===== config.mk =====
export PLATFORM = sky130hd
export DESIGN_NAME = sc_char_tx
export DESIGN_NICKNAME = d
export VERILOG_FILES = /design/src/rtl/sc_tx_pkg.sv /design/src/rtl/sc_etu_seq.sv /design/src/rtl/sc_tx_shift.sv /design/src/rtl/sc_tx_flags.sv /design/src/rtl/sc_char_tx.sv
export SDC_FILE = /design/constraint.sdc
export NUM_CORES = 1
export LEC_CHECK = 0
export BUFFER_PORTS_ARGS = -buffer_cell sky130_fd_sc_hd__buf_2
export CORE_MARGIN = 4
export CORE_UTILIZATION = 58
export DETAILED_ROUTE_END_ITERATION = 10
export PLACE_DENSITY = 0.8
export SLEW_MARGIN = 20
export SYNTH_ARGS = -nofsm -noshare
export SYNTH_HDL_FRONTEND = slang
export SYNTH_SLANG_ARGS = --single-unit

===== constraint.sdc =====
create_clock -name clk -period 3.3 [get_ports clk]
set_input_delay 0.66 -clock clk [delete_from_list [all_inputs] [get_ports clk]]
set_output_delay 0.66 -clock clk [all_outputs]
set_load 0.01 [all_outputs]

===== src/rtl/sc_tx_pkg.sv =====
package sc_tx_pkg;
    // Status write data bit positions
    localparam int STAT_TDRE_BIT = 0;
    localparam int STAT_ERS_BIT  = 1;

    // Guard period offsets (in etu after the parity bit)
    localparam int GUARD_SAMPLE_OFS = 0;
    localparam int GUARD_DONE_OFS   = 2;

    typedef enum logic [1:0] {
        PH_IDLE,
        PH_BITS,
        PH_GUARD
    } phase_e;
endpackage


===== src/rtl/sc_etu_seq.sv =====
module sc_etu_seq
    import sc_tx_pkg::*;
#(
    parameter int ETU_W      = 16,
    parameter int FRAME_BITS = 10
) (
    input  logic             clk,
    input  logic             rst_n,
    input  logic             standby,
    input  logic             start,
    input  logic [ETU_W-1:0] etu_len,
    output logic             active,
    output logic             in_frame,
    output logic             bit_end,
    output logic             sample_pt,
    output logic             done_pt
);
    localparam int IDX_W = $clog2(FRAME_BITS + GUARD_DONE_OFS + 1);
    localparam logic [IDX_W-1:0] IDX_LAST = IDX_W'(FRAME_BITS - 1);
    localparam logic [IDX_W-1:0] IDX_SAMP = IDX_W'(FRAME_BITS + GUARD_SAMPLE_OFS);
    localparam logic [IDX_W-1:0] IDX_DONE = IDX_W'(FRAME_BITS + GUARD_DONE_OFS);
    localparam logic [IDX_W-1:0] IDX_ONE  = IDX_W'(1);
    localparam logic [ETU_W-1:0] CNT_ONE  = ETU_W'(1);

    typedef struct packed {
        phase_e           ph;
        logic [ETU_W-1:0] cnt;
        logic [IDX_W-1:0] idx;
    } seq_t;

    seq_t seq_q, seq_d;
    logic [ETU_W-1:0] etu_eff, etu_last, etu_half;
    logic             cnt_wrap;

    always_comb begin
        etu_eff   = (etu_len == '0) ? CNT_ONE : etu_len;
        etu_last  = etu_eff - CNT_ONE;
        etu_half  = etu_eff >> 1;
        cnt_wrap  = (seq_q.cnt >= etu_last);
        in_frame  = (seq_q.ph == PH_BITS);
        active    = (seq_q.ph != PH_IDLE);
        bit_end   = in_frame && cnt_wrap;
        sample_pt = (seq_q.ph == PH_GUARD) && (seq_q.idx == IDX_SAMP) && (seq_q.cnt == etu_half);
        done_pt   = (seq_q.ph == PH_GUARD) && (seq_q.idx == IDX_DONE) && (seq_q.cnt == etu_half);

        seq_d = seq_q;
        unique case (seq_q.ph)
            PH_IDLE: begin
                if (start) begin
                    seq_d.ph  = PH_BITS;
                    seq_d.cnt = '0;
                    seq_d.idx = '0;
                end
            end
            PH_BITS: begin
                if (cnt_wrap) begin
                    seq_d.cnt = '0;
                    seq_d.idx = seq_q.idx + IDX_ONE;
                    if (seq_q.idx == IDX_LAST) begin
                        seq_d.ph = PH_GUARD;
                    end
                end else begin
                    seq_d.cnt = seq_q.cnt + CNT_ONE;
                end
            end
            PH_GUARD: begin
                if (done_pt) begin
                    seq_d.ph  = PH_IDLE;
                    seq_d.cnt = '0;
                    seq_d.idx = '0;
                end else if (cnt_wrap) begin
                    seq_d.cnt = '0;
                    seq_d.idx = seq_q.idx + IDX_ONE;
                end else begin
                    seq_d.cnt = seq_q.cnt + CNT_ONE;
                end
            end
            default: seq_d.ph = PH_IDLE;
        endcase

        if (standby) begin
            seq_d.ph  = PH_IDLE;
            seq_d.cnt = '0;
            seq_d.idx = '0;
        end
    end

    always_ff @(posedge clk or negedge rst_n) begin
        if (!rst_n) begin
            seq_q <= '{ph: PH_IDLE, cnt: '0, idx: '0};
        end else begin
            seq_q <= seq_d;
        end
    end

    // the sequencer leaves the guard period only at the end point
    a_r7_idle_only_at_done: assert property (@(posedge clk) disable iff (!rst_n)
        ($fell(active) && !$past(standby)) |-> $past(done_pt));
endmodule


===== src/rtl/sc_tx_shift.sv =====
module sc_tx_shift #(
    parameter int DATA_W = 8
) (
    input  logic              clk,
    input  logic              rst_n,
    input  logic              load,
    input  logic [DATA_W-1:0] din,
    input  logic              in_frame,
    input  logic              bit_end,
    output logic              line_out
);
    localparam int FRAME_BITS = DATA_W + 2;

    logic [FRAME_BITS-1:0] sh_q, sh_d;

    always_comb begin
        sh_d = sh_q;
        if (load) begin
            sh_d = {^din, din, 1'b0};
        end else if (bit_end) begin
            sh_d = {1'b1, sh_q[FRAME_BITS-1:1]};
        end
        line_out = in_frame ? sh_q[0] : 1'b1;
    end

    always_ff @(posedge clk or negedge rst_n) begin
        if (!rst_n) begin
            sh_q <= '1;
        end else begin
            sh_q <= sh_d;
        end
    end

    // every character opens with a low start bit
    a_r1_start_low: assert property (@(posedge clk) disable iff (!rst_n)
        $rose(in_frame) |-> !line_out);
endmodule


===== src/rtl/sc_tx_flags.sv =====
module sc_tx_flags
    import sc_tx_pkg::*;
#(
    parameter int DATA_W = 8
) (
    input  logic              clk,
    input  logic              rst_n,
    input  logic              standby,
    input  logic              tx_en,
    input  logic              dat_wr,
    input  logic [DATA_W-1:0] dat_wdata,
    input  logic              stat_rd,
    input  logic              stat_wr,
    input  logic [1:0]        stat_wdata,
    input  logic              dma_wr,
    input  logic [DATA_W-1:0] dma_wdata,
    input  logic              seq_active,
    input  logic              sample_pt,
    input  logic              done_pt,
    input  logic              line_in,
    output logic              start,
    output logic [DATA_W-1:0] tx_byte,
    output logic              tdre,
    output logic              tend,
    output logic              ers
);
    typedef struct packed {
        logic              tdre;
        logic              tend;
        logic              ers;
        logic              arm_tdre;
        logic              arm_ers;
        logic [DATA_W-1:0] hold;
    } flag_t;

    flag_t fl_q, fl_d;

    always_comb begin
        start = !fl_q.tdre && tx_en && !seq_active;
        fl_d  = fl_q;

        // Level condition for transmission end
        if (!tx_en && !fl_q.ers) begin
            fl_d.tend = 1'b1;
        end
        // End point of a character
        if (done_pt && fl_q.tdre && !fl_q.ers) begin
            fl_d.tend = 1'b1;
        end

        // Holding register loads, accepted only while empty
        if (fl_q.tdre) begin
            if (dat_wr) begin
                fl_d.hold = dat_wdata;
            end
            if (dma_wr) begin
                fl_d.hold = dma_wdata;
                fl_d.tdre = 1'b0;
                fl_d.tend = 1'b0;
            end
        end

        // Read-then-write-zero clear handshake
        if (stat_wr) begin
            if (fl_q.arm_tdre && !stat_wdata[STAT_TDRE_BIT]) begin
                fl_d.tdre = 1'b0;
                fl_d.tend = 1'b0;
            end
            if (fl_q.arm_ers && !stat_wdata[STAT_ERS_BIT]) begin
                fl_d.ers = 1'b0;
            end
            fl_d.arm_tdre = 1'b0;
            fl_d.arm_ers  = 1'b0;
        end
        if (stat_rd) begin
            fl_d.arm_tdre = fl_q.tdre;
            fl_d.arm_ers  = fl_q.ers;
        end

        // Byte moves into the shifter
        if (start) begin
            fl_d.tdre = 1'b1;
        end

        // Error pulse from the receiver
        if (sample_pt && !line_in) begin
            fl_d.ers = 1'b1;
        end

        if (standby) begin
            fl_d.tdre     = 1'b1;
            fl_d.tend     = 1'b1;
            fl_d.ers      = 1'b0;
            fl_d.arm_tdre = 1'b0;
            fl_d.arm_ers  = 1'b0;
        end

        tx_byte = fl_q.hold;
        tdre    = fl_q.tdre;
        tend    = fl_q.tend;
        ers     = fl_q.ers;
    end

    always_ff @(posedge clk or negedge rst_n) begin
        if (!rst_n) begin
            fl_q <= '{tdre: 1'b1, tend: 1'b1, ers: 1'b0,
                      arm_tdre: 1'b0, arm_ers: 1'b0, hold: '0};
        end else begin
            fl_q <= fl_d;
        end
    end

    // empty flag returns only when a character starts or in standby
    a_r2_tdre_rise_on_start: assert property (@(posedge clk) disable iff (!rst_n)
        $rose(tdre) |-> ($past(start) || $past(standby)));

    // the pending byte cannot change while the register is full
    a_r3_hold_locked: assert property (@(posedge clk) disable iff (!rst_n)
        !tdre |=> $stable(tx_byte));

    // ers moves only at the sample point, a status write or standby
    a_r6_ers_steady: assert property (@(posedge clk) disable iff (!rst_n)
        (!sample_pt && !stat_wr && !standby) |=> $stable(ers));

    // tend never rises while an error is flagged
    a_r7_tend_needs_clean: assert property (@(posedge clk) disable iff (!rst_n)
        ($rose(tend) && !$past(standby)) |-> !$past(ers));

    // tend falls only after a DMA write or a status write
    a_r9_tend_clear_source: assert property (@(posedge clk) disable iff (!rst_n)
        $fell(tend) |-> ($past(dma_wr) || $past(stat_wr)));
endmodule


===== src/rtl/sc_char_tx.sv =====
module sc_char_tx
    import sc_tx_pkg::*;
#(
    parameter int DATA_W = 8,
    parameter int ETU_W  = 16
) (
    input  logic              clk,
    input  logic              rst_n,
    input  logic              standby,
    input  logic              tx_en,
    input  logic [ETU_W-1:0]  etu_len,
    input  logic              dat_wr,
    input  logic [DATA_W-1:0] dat_wdata,
    input  logic              stat_rd,
    input  logic              stat_wr,
    input  logic [1:0]        stat_wdata,
    input  logic              dma_wr,
    input  logic [DATA_W-1:0] dma_wdata,
    input  logic              line_in,
    output logic              line_out,
    output logic              tdre,
    output logic              tend,
    output logic              ers
);
    localparam int FRAME_BITS = DATA_W + 2;

    logic              seq_active, in_frame, bit_end, sample_pt, done_pt;
    logic              start;
    logic [DATA_W-1:0] tx_byte;

    sc_etu_seq #(
        .ETU_W      (ETU_W),
        .FRAME_BITS (FRAME_BITS)
    ) u_seq (
        .clk       (clk),
        .rst_n     (rst_n),
        .standby   (standby),
        .start     (start),
        .etu_len   (etu_len),
        .active    (seq_active),
        .in_frame  (in_frame),
        .bit_end   (bit_end),
        .sample_pt (sample_pt),
        .done_pt   (done_pt)
    );

    sc_tx_shift #(
        .DATA_W (DATA_W)
    ) u_shift (
        .clk      (clk),
        .rst_n    (rst_n),
        .load     (start),
        .din      (tx_byte),
        .in_frame (in_frame),
        .bit_end  (bit_end),
        .line_out (line_out)
    );

    sc_tx_flags #(
        .DATA_W (DATA_W)
    ) u_flags (
        .clk        (clk),
        .rst_n      (rst_n),
        .standby    (standby),
        .tx_en      (tx_en),
        .dat_wr     (dat_wr),
        .dat_wdata  (dat_wdata),
        .stat_rd    (stat_rd),
        .stat_wr    (stat_wr),
        .stat_wdata (stat_wdata),
        .dma_wr     (dma_wr),
        .dma_wdata  (dma_wdata),
        .seq_active (seq_active),
        .sample_pt  (sample_pt),
        .done_pt    (done_pt),
        .line_in    (line_in),
        .start      (start),
        .tx_byte    (tx_byte),
        .tdre       (tdre),
        .tend       (tend),
        .ers        (ers)
    );

    // standby leaves the line high on the following clock
    a_r10_standby_idle: assert property (@(posedge clk) disable iff (!rst_n)
        $past(standby) |-> (line_out && tdre && tend && !ers));
endmodule


==> results of run 1 <==
[cell type report]
cell class	instances	area [um2]	share of cell area [%]
sequential	45	1140	27.1
tap	72	90.1	2.14
timing repair buffer	90	626	14.9
inverter	9	33.8	0.803
clock inverter	3	50.0	1.19
clock buffer	5	68.8	1.64
multi-input combinational	288	2200	52.2
[what timing repair did]
action                                  4_1_cts  5_1_grt
setup buffers                                 8        4
hold endpoints to repair                      0        0
resized for setup                            26       17
gates cloned                                  2        0
pin swaps                                    10       19
endpoints found under the setup margin       32       32
[worst max-delay path: stages]
cell and delay, ps:
buf_6 90, or4_4 530, or3_4 400, nor3_4 150, buf_4 140, or4_4 120, or2_4 150, nor3_4 50
xnor2_2 130, ha_1 340, a21oi_2 180, o21ai_4 100, a2111oi_4 230, a211oi_2 160, buf_4 190, buf_6 120
o31ai_4 230, nor2_1 80, a221o_1 270
[worst min path at each step]
stage                                startpoint  cells after the start  slack [ps]                        endpoint
finish                                    rst_n                      1         330  u_flags.tx_byte[2]$_DFFE_PN0P_
global route                              rst_n                      1         370  u_flags.tx_byte[2]$_DFFE_PN0P_
CTS                 u_shift.sh_q[0]$_DFFE_PN1P_                      2         480     u_shift.sh_q[0]$_DFFE_PN1P_
global placement    u_shift.sh_q[0]$_DFFE_PN1P_                      2         450     u_shift.sh_q[0]$_DFFE_PN1P_
floorplan                                 rst_n                      0         360         u_flags.ers$_DFFE_PN0P_
detailed placement  u_shift.sh_q[0]$_DFFE_PN1P_                      2         470     u_shift.sh_q[0]$_DFFE_PN1P_
[metal layers]
metal,vias up,share of wire [%]
met2,103,53
met4,0,2.1
met5,-,0
li1,1470,-
met1,1492,41
met3,17,4.6
[cell usage in the layout (no fill, tap or decap), types with 6 or more instances in the layout]
master and count:
a21o_1 6, dfrtp_1 33, o22ai_1 16, inv_1 8, o21ai_0 6, a22o_1 6
xor2_1 19, dfstp_2 12, buf_4 34, ha_1 25, nor2_1 27, mux2i_1 8
buf_6 12, and3_1 7, buf_2 43, a21oi_1 27, nand2_1 20, xnor2_1 17
nand3_1 9, a31oi_1 13, a21oi_2 6, nand2b_1 6
[per-stage QoR]
stage | hold WS [ps] | cells | utilization, % | cell area [um2] | worst slack [ps]
6_report | 332 | 512 | 76.9 | 4210 | -821
5_1_grt | 375 | 512 | 76.9 | 4210 | -930
4_1_cts | 479 | 510 | 75.0 | 4100 | -814
3_5_place_dp | 467 | 492 | 69.7 | 3810 | -1220
3_3_place_gp | 453 | 492 | 69.7 | 3810 | -1040
2_1_floorplan | 364 | 352 | - | 3310 | -765
[state kept, by name, indices dropped and copies added, names as in the netlist]
signal and count:
u_flags.ers 1, u_flags.fl_q 2, u_flags.tx_byte 8, u_seq.seq_q 22, u_shift.sh_q 10, u_flags.tdre 1, u_flags.tend 1
[logic make-up after synthesis]
family | synth area share (%)
AND/OR/NAND/NOR | 18.4
buffers and inverters | 2.57
multiplexers | 2.46
flip-flops | 35.0
AO/OA/AOI/OAI | 21.3
XOR/XNOR | 10.2
adder cells (fa/ha/maj) | 9.99
[report_power, final]
| group | total (uW) | internal [uW] | switching (uW) |
|---|---|---|---|
| combinational | 669 | 301 | 368 |
| clock | 438 | 232 | 205 |
| sequential | 762 | 680 | 82.1 |
| total | 1870 | 1210 | 655 |
==> metrics.md, run 1 <==
| Metric | Value |
|---|---|
| Fillers | 377 |
| Startpoint types | primary input |
| Post-synth top area share | 25.4% |
| Gr usage total | approximately a quarter |
| CTS clk-pin slew, worst paths | 90 ps |
| Worst r2r src | u_seq.seq_q[9]$_DFFE_PN0P_ |
| Core area | 0.00547 mm2 |
| Async set-reset flop share out of synthesis | 100% |
| #FFs+latches synth | between 40 and 50 |
| CTS tree | yes |
| Die Area | 0.00688 mm2 |
| I/O pins | between 40 and 50 |
| Largest net degree at the start of global routing | 46 |
| Row count | 27 |
| Share of post-route cells with drive strength above 1 | between 30% and 40% |
| Max_slew headroom | 63.0% |
| CTS Buf Count | 5 |
| Critical Path RT | 3490 ps |
| # nets final | roughly 500 |
| Sequential area share after synthesis | 35.0% |
| Power, Total | 1870 uW |
| CTS Root Cell | clkbuf_8 |
| Worst Reg-to-Reg Cells | 10 |
| Layout area overhead | 29.2% |
| Clock Skew | ~8 ps |
| Met3 Track Usage GR | under 10% |
| Yosys warnings | 0 |
| Met2 Track Usage GR | 41.6% |
| Clk_lat worst skew | 310 ps |
| Cts hold-fix bufs | 0 |
| Post-synth top cells | 33 x a21oi_1, 33 x dfrtp_1, 30 x nor2_1 |
| Post-Syn Instances | around 350 |
| Period utilisation layout | 125% |
| Run status | finished with violations |
| Max Cap Viol | 0 |
| CP endpoint kind | register |
| Net Count, Synth | between 400 and 500 |
| Post-DP HPWL | about 6000 um |
| Worst Slack Setup Final | -821 ps |
| Chip Height | 82.9 um |
| Top cells by area, synth | dfrtp_1 25%, ha_1 10%, dfstp_2 9.7%, xnor2_1 5.1%, xor2_1 5.1% |
| HP Class | primary input to async pin |
| Worst Tran Pin Value | ~560 ps |
| Total gr overflow | 0 |
| CTS max path bufs | 2 |
| Clk sinks | 45 |
| DRC | 0 |
| Setup crit end | u_seq.seq_q[20]$_DFFE_PN0P_ |
| Die W | between 80 and 90 um |
| Period minus WS final | 4120 ps |
| Vias post-DR | 3082 |
| Synth unique cells | 54 |
| RR Endpoint | u_seq.seq_q[20]$_DFFE_PN0P_ |
| Post-synth EDFFs | 0 |
| Crit. Startpoint | etu_len[9] |
| RSZ-0062 raised after global routing | yes |
| Achievable Freq | 0.243 GHz |
| Post-synth top flop | dfrtp_1 |
| Grt peak-use layer | met2 |
| M1 GR Usage | 30.1% |
| Antenna-violating nets left | 0 |
| Vias in the first global route | 2991 |
| H-tree depth | 2 |
| Initial antenna violation count | 0 |
| Starting Density | 59.5% |
| Iteration count of the initial detailed-routing pass | 4 |
| GPL Wtd Cong | 0.872 |
| Critical path type | primary input to register |
| Setup TNS | -22840 ps |
| PortBufs | between 40 and 50 |
| First-pass GRT wire length | 13800 um |
| Antenna diode count | 0 |
| Avg Synthesized Cell Area | around 9.2 um2 |
| Final Max Tran Viols | 0 |
| Internal reg-to-reg setup slack | between 600 and 700 ps |
| WL final | 8570 um |
| WL/cell | approximately 17 um |
| Cell area after synthesis | 0.00326 mm2 |
| Worst Path Arrival | 4310 ps |
| P_leak | 0.00191 uW |
| Pwr dens | 444 mW/mm2 |
| VDD IR max | 251 uV |
| Violated checks | negative setup slack |
| DR iter-0 viols | 191 |
| Final-report setup violation count | 32 |
| Synth area leader | dfrtp_1 |
| CP Max Fanout | 4 |
| DR vias/cell | 6.02 |
| Final Hold Viols | 0 |
Note: power is estimated with default switching activity, not from simulation.
==> run 2, diff against run 1 <==
CORE_UTILIZATION = 52   (was 58)
PLACE_DENSITY = 0.75   (was 0.8)
clock period = 3.61 ns   (was 3.3 ns; I/O delays follow)
==> run 2 against run 1 <==
Effect of this change: the run still ends with negative setup slack left; clock power shrank 23%; worst setup slack better by 270 ps; hold slack better by 20 ps; global-route usage shrank 1.3 points; first-iteration DRC count increased by 9.9%; largest cell class unchanged; largest power group unchanged; highest routed layer unchanged.
==> metrics.md, run 2 (same netlist as run 1, synthesis figures left out) <==
| Metric | Value |
|---|---|
| Fin util | 70.0% (-6.9 points) |
| Die W | 87.1 um (+5.1%) |
| Gr usage total | 22.6% (-1.3 points) |
| GPL Wtd Cong | 0.934 (+7.2%) |
| Vias in the first global route | 2917 (-2.5%) |
| Core area | 0.00599 mm2 (+9.5%) |
| Post-DP HPWL | 6050 um (+0.30%) |
| Seq. cell area | 0.00114 mm2 (unchanged) |
| Worst r2r src | u_seq.seq_q[8]$_DFFE_PN0P_ |
| DR vias/cell | 5.85 (-2.7%) |
| Largest net degree at the start of global routing | 46 (unchanged) |
| Most frequent cells in the layout | 44 x buf_2, 35 x buf_4, 33 x dfrtp_1 |
| CTS max path bufs | 2 (unchanged) |
| Iteration count of the initial detailed-routing pass | 5 (+1) |
| RSZ-0062 raised after global routing | yes |
| PortBufs | 46 (unchanged) |
| Row count | 28 (+3.7%) |
| Fillers | 449 (+19%) |
| Internal reg-to-reg setup slack | 880 ps (+220 ps) |
| WL final | 8440 um (-1.6%) |
| Clock Skew | 10.2 ps (+2.10 ps) |
| WL/cell | 16.4 um (-1.9%) |
| Pwr dens | 392 mW/mm2 (-12%) |
| CTS tree | yes |
| Crit-path cells | buf_6 > or4_4 > or3_4 > nor3_4 > a21oi_2 > ha_2 > nand2b_4 > or3_4 > nor2_4 > xnor2_2 > ha_1 > nand2_2 > nor2_2 > o211ai_1 > a211oi_4 > a2111oi_4 > bufbuf_16 > a21o_1 > a22o_1 |
| Antenna diode count | 0 (unchanged) |
| Worst Slack Setup Final | -547 ps (+274 ps) |
| Layout area overhead | 28.8% |
| Crit-path most repeated cell | or3_4 |
| Post-placement setup slack | -1000 ps (+224 ps) |
| Worst Reg-to-Reg Cells | 8 (-2) |
| Vias post-DR | 3009 (-2.4%) |
| Max Cap Viol | 0 (unchanged) |
| I/O pins | 47 (unchanged) |
| Worst Tran Pin Value | 427 ps (-128 ps) |
| Delay of the slowest critical-path stage | 540 ps (about the same) |
| Chip Height | 87.1 um (+5.1%) |
| Critical Path RT | 3810 ps (+320 ps) |
| Largest register FFs | 22 (unchanged) |
| Setup TNS | -15030 ps (+7810 ps) |
| Clk_lat worst skew | 300 ps (about the same) |
| Share of post-route cells with drive strength above 1 | 33.7% (+0.30 points) |
| CP Max Fanout | 13 (+9) |
| Slowest CP cell | or4_4 |
| Critical path type | primary input to register |
| Worst Path Arrival | 4350 ps (+40 ps) |
| Achievable Freq | 0.241 GHz |
| Final Hold Viols | 0 (unchanged) |
| Commonest non-fill, non-tap cell in the layout | buf_2 |
| Violated checks | negative setup slack |
| Max_slew headroom | 71.3% (+8.3 points) |
| First-pass GRT wire length | 13700 um (-0.85%) |
| P_leak | 0.00190 uW (-0.77%) |
| VDD IR max | 308 uV (+23%) |
| Hold Worst Slack | 352 ps (+19.9 ps) |
| Starting Density | 54.3% (-5.1 points) |
| HP Class | primary input to async pin |
| Period utilisation layout | 115% |
| Final-report setup violation count | 32 (unchanged) |
| DRC | 0 (unchanged) |
| Startpoint types | primary input |
| Layout Cells excl Fill | 514 (+0.39%) |
| Antenna-violating nets left | 0 (unchanged) |
| Final Max Tran Viols | 0 (unchanged) |
| Run status | finished with violations |
| Largest Register | u_seq.seq_q |
| Initial antenna violation count | 0 (unchanged) |
| # nets final | 507 (-0.20%) |
| RR Endpoint | u_seq.seq_q[10]$_DFFE_PN0P_ |
| Total gr overflow | 0 (unchanged) |
| CTS Root Cell | clkbuf_8 |
| Period minus WS final | 4160 ps |
| DR iter-0 viols | 210 (+9.9%) |
| CP endpoint kind | register |
| Clk sinks | 45 (unchanged) |
| H-tree depth | 2 (unchanged) |
| Footprint of the multi-input gates | 0.00219 mm2 (-0.40%) |
| Dpl cells | 492 (unchanged) |
| CTS Buf Count | 5 (unchanged) |
| Die Area | 0.00759 mm2 (+10%) |
| CTS clk-pin slew, worst paths | 90 ps (about the same) |
run 2: timing repair:
item | 4_1_cts | 5_1_grt
resized for setup | 25 | 10
setup buffers | 7 | 4
endpoints found under the setup margin | 32 | 32
hold buffers | 0 | 0
cloned | 2 | 0
pin swaps | 18 | 6
endpoints found under the hold margin | 0 | 0
run 2: area by class of cell:
type / instances / share of cell area [%]
sequential: 45 / 27.2
multi-input combinational: 288 / 52.2
inverter: 9 / 0.806
tap: 75 / 2.24
clock buffer: 7 / 2.30
timing repair buffer: 89 / 15.1
clock inverter: 1 / 0.119
run 2: how the worst max path moves through the flow:
stage / startpoint / endpoint / slack [ps]
2_1_floorplan: etu_len[9] / u_seq.seq_q[15]$_DFFE_PN0P_ / -520
3_3_place_gp: etu_len[9] / u_shift.sh_q[6]$_DFFE_PN1P_ / -900
3_5_place_dp: etu_len[9] / u_seq.seq_q[16]$_DFFE_PN0P_ / -1000
4_1_cts: etu_len[9] / u_seq.seq_q[15]$_DFFE_PN0P_ / -480
5_1_grt: etu_len[9] / u_seq.seq_q[10]$_DFFE_PN0P_ / -680
6_report: etu_len[9] / u_seq.seq_q[10]$_DFFE_PN0P_ / -550
run 2: routing by layer:
| metal | global-route usage [%] | part of all wire (%) |
|---|---|---|
| met1 | 31.5 | 44 |
| met4 | 5.44 | 1.6 |
| met3 | 3.50 | 4.4 |
| met2 | 36.9 | 50 |
| met5 | 0 | 0 |
run 2: stage by stage:
step / total power, uW / cell area, um2
6_report: 1640 / 4190
5_1_grt: 1750 / 4190
4_1_cts: 1640 / 4100
3_5_place_dp: 1250 / 3810
3_3_place_gp: 1230 / 3810
2_1_floorplan: 1070 / 3310
run 2: critical path: cells and delay by family:
| kind | cells | cell delay (ps) |
|---|---|---|
| compound gates | 6 | 1060 |
| xor+xnor | 1 | 120 |
| fa+ha+maj | 2 | 500 |
| buf+inv | 2 | 400 |
| simple gates | 8 | 1550 |
run 2: power by group:
part / total (uW) / internal [uW] / switching (uW) / leakage (uW)
clock: 339 / 173 / 166 / 0.0000542
combinational: 610 / 273 / 338 / 0.00128
sequential: 694 / 622 / 72.5 / 0.000562
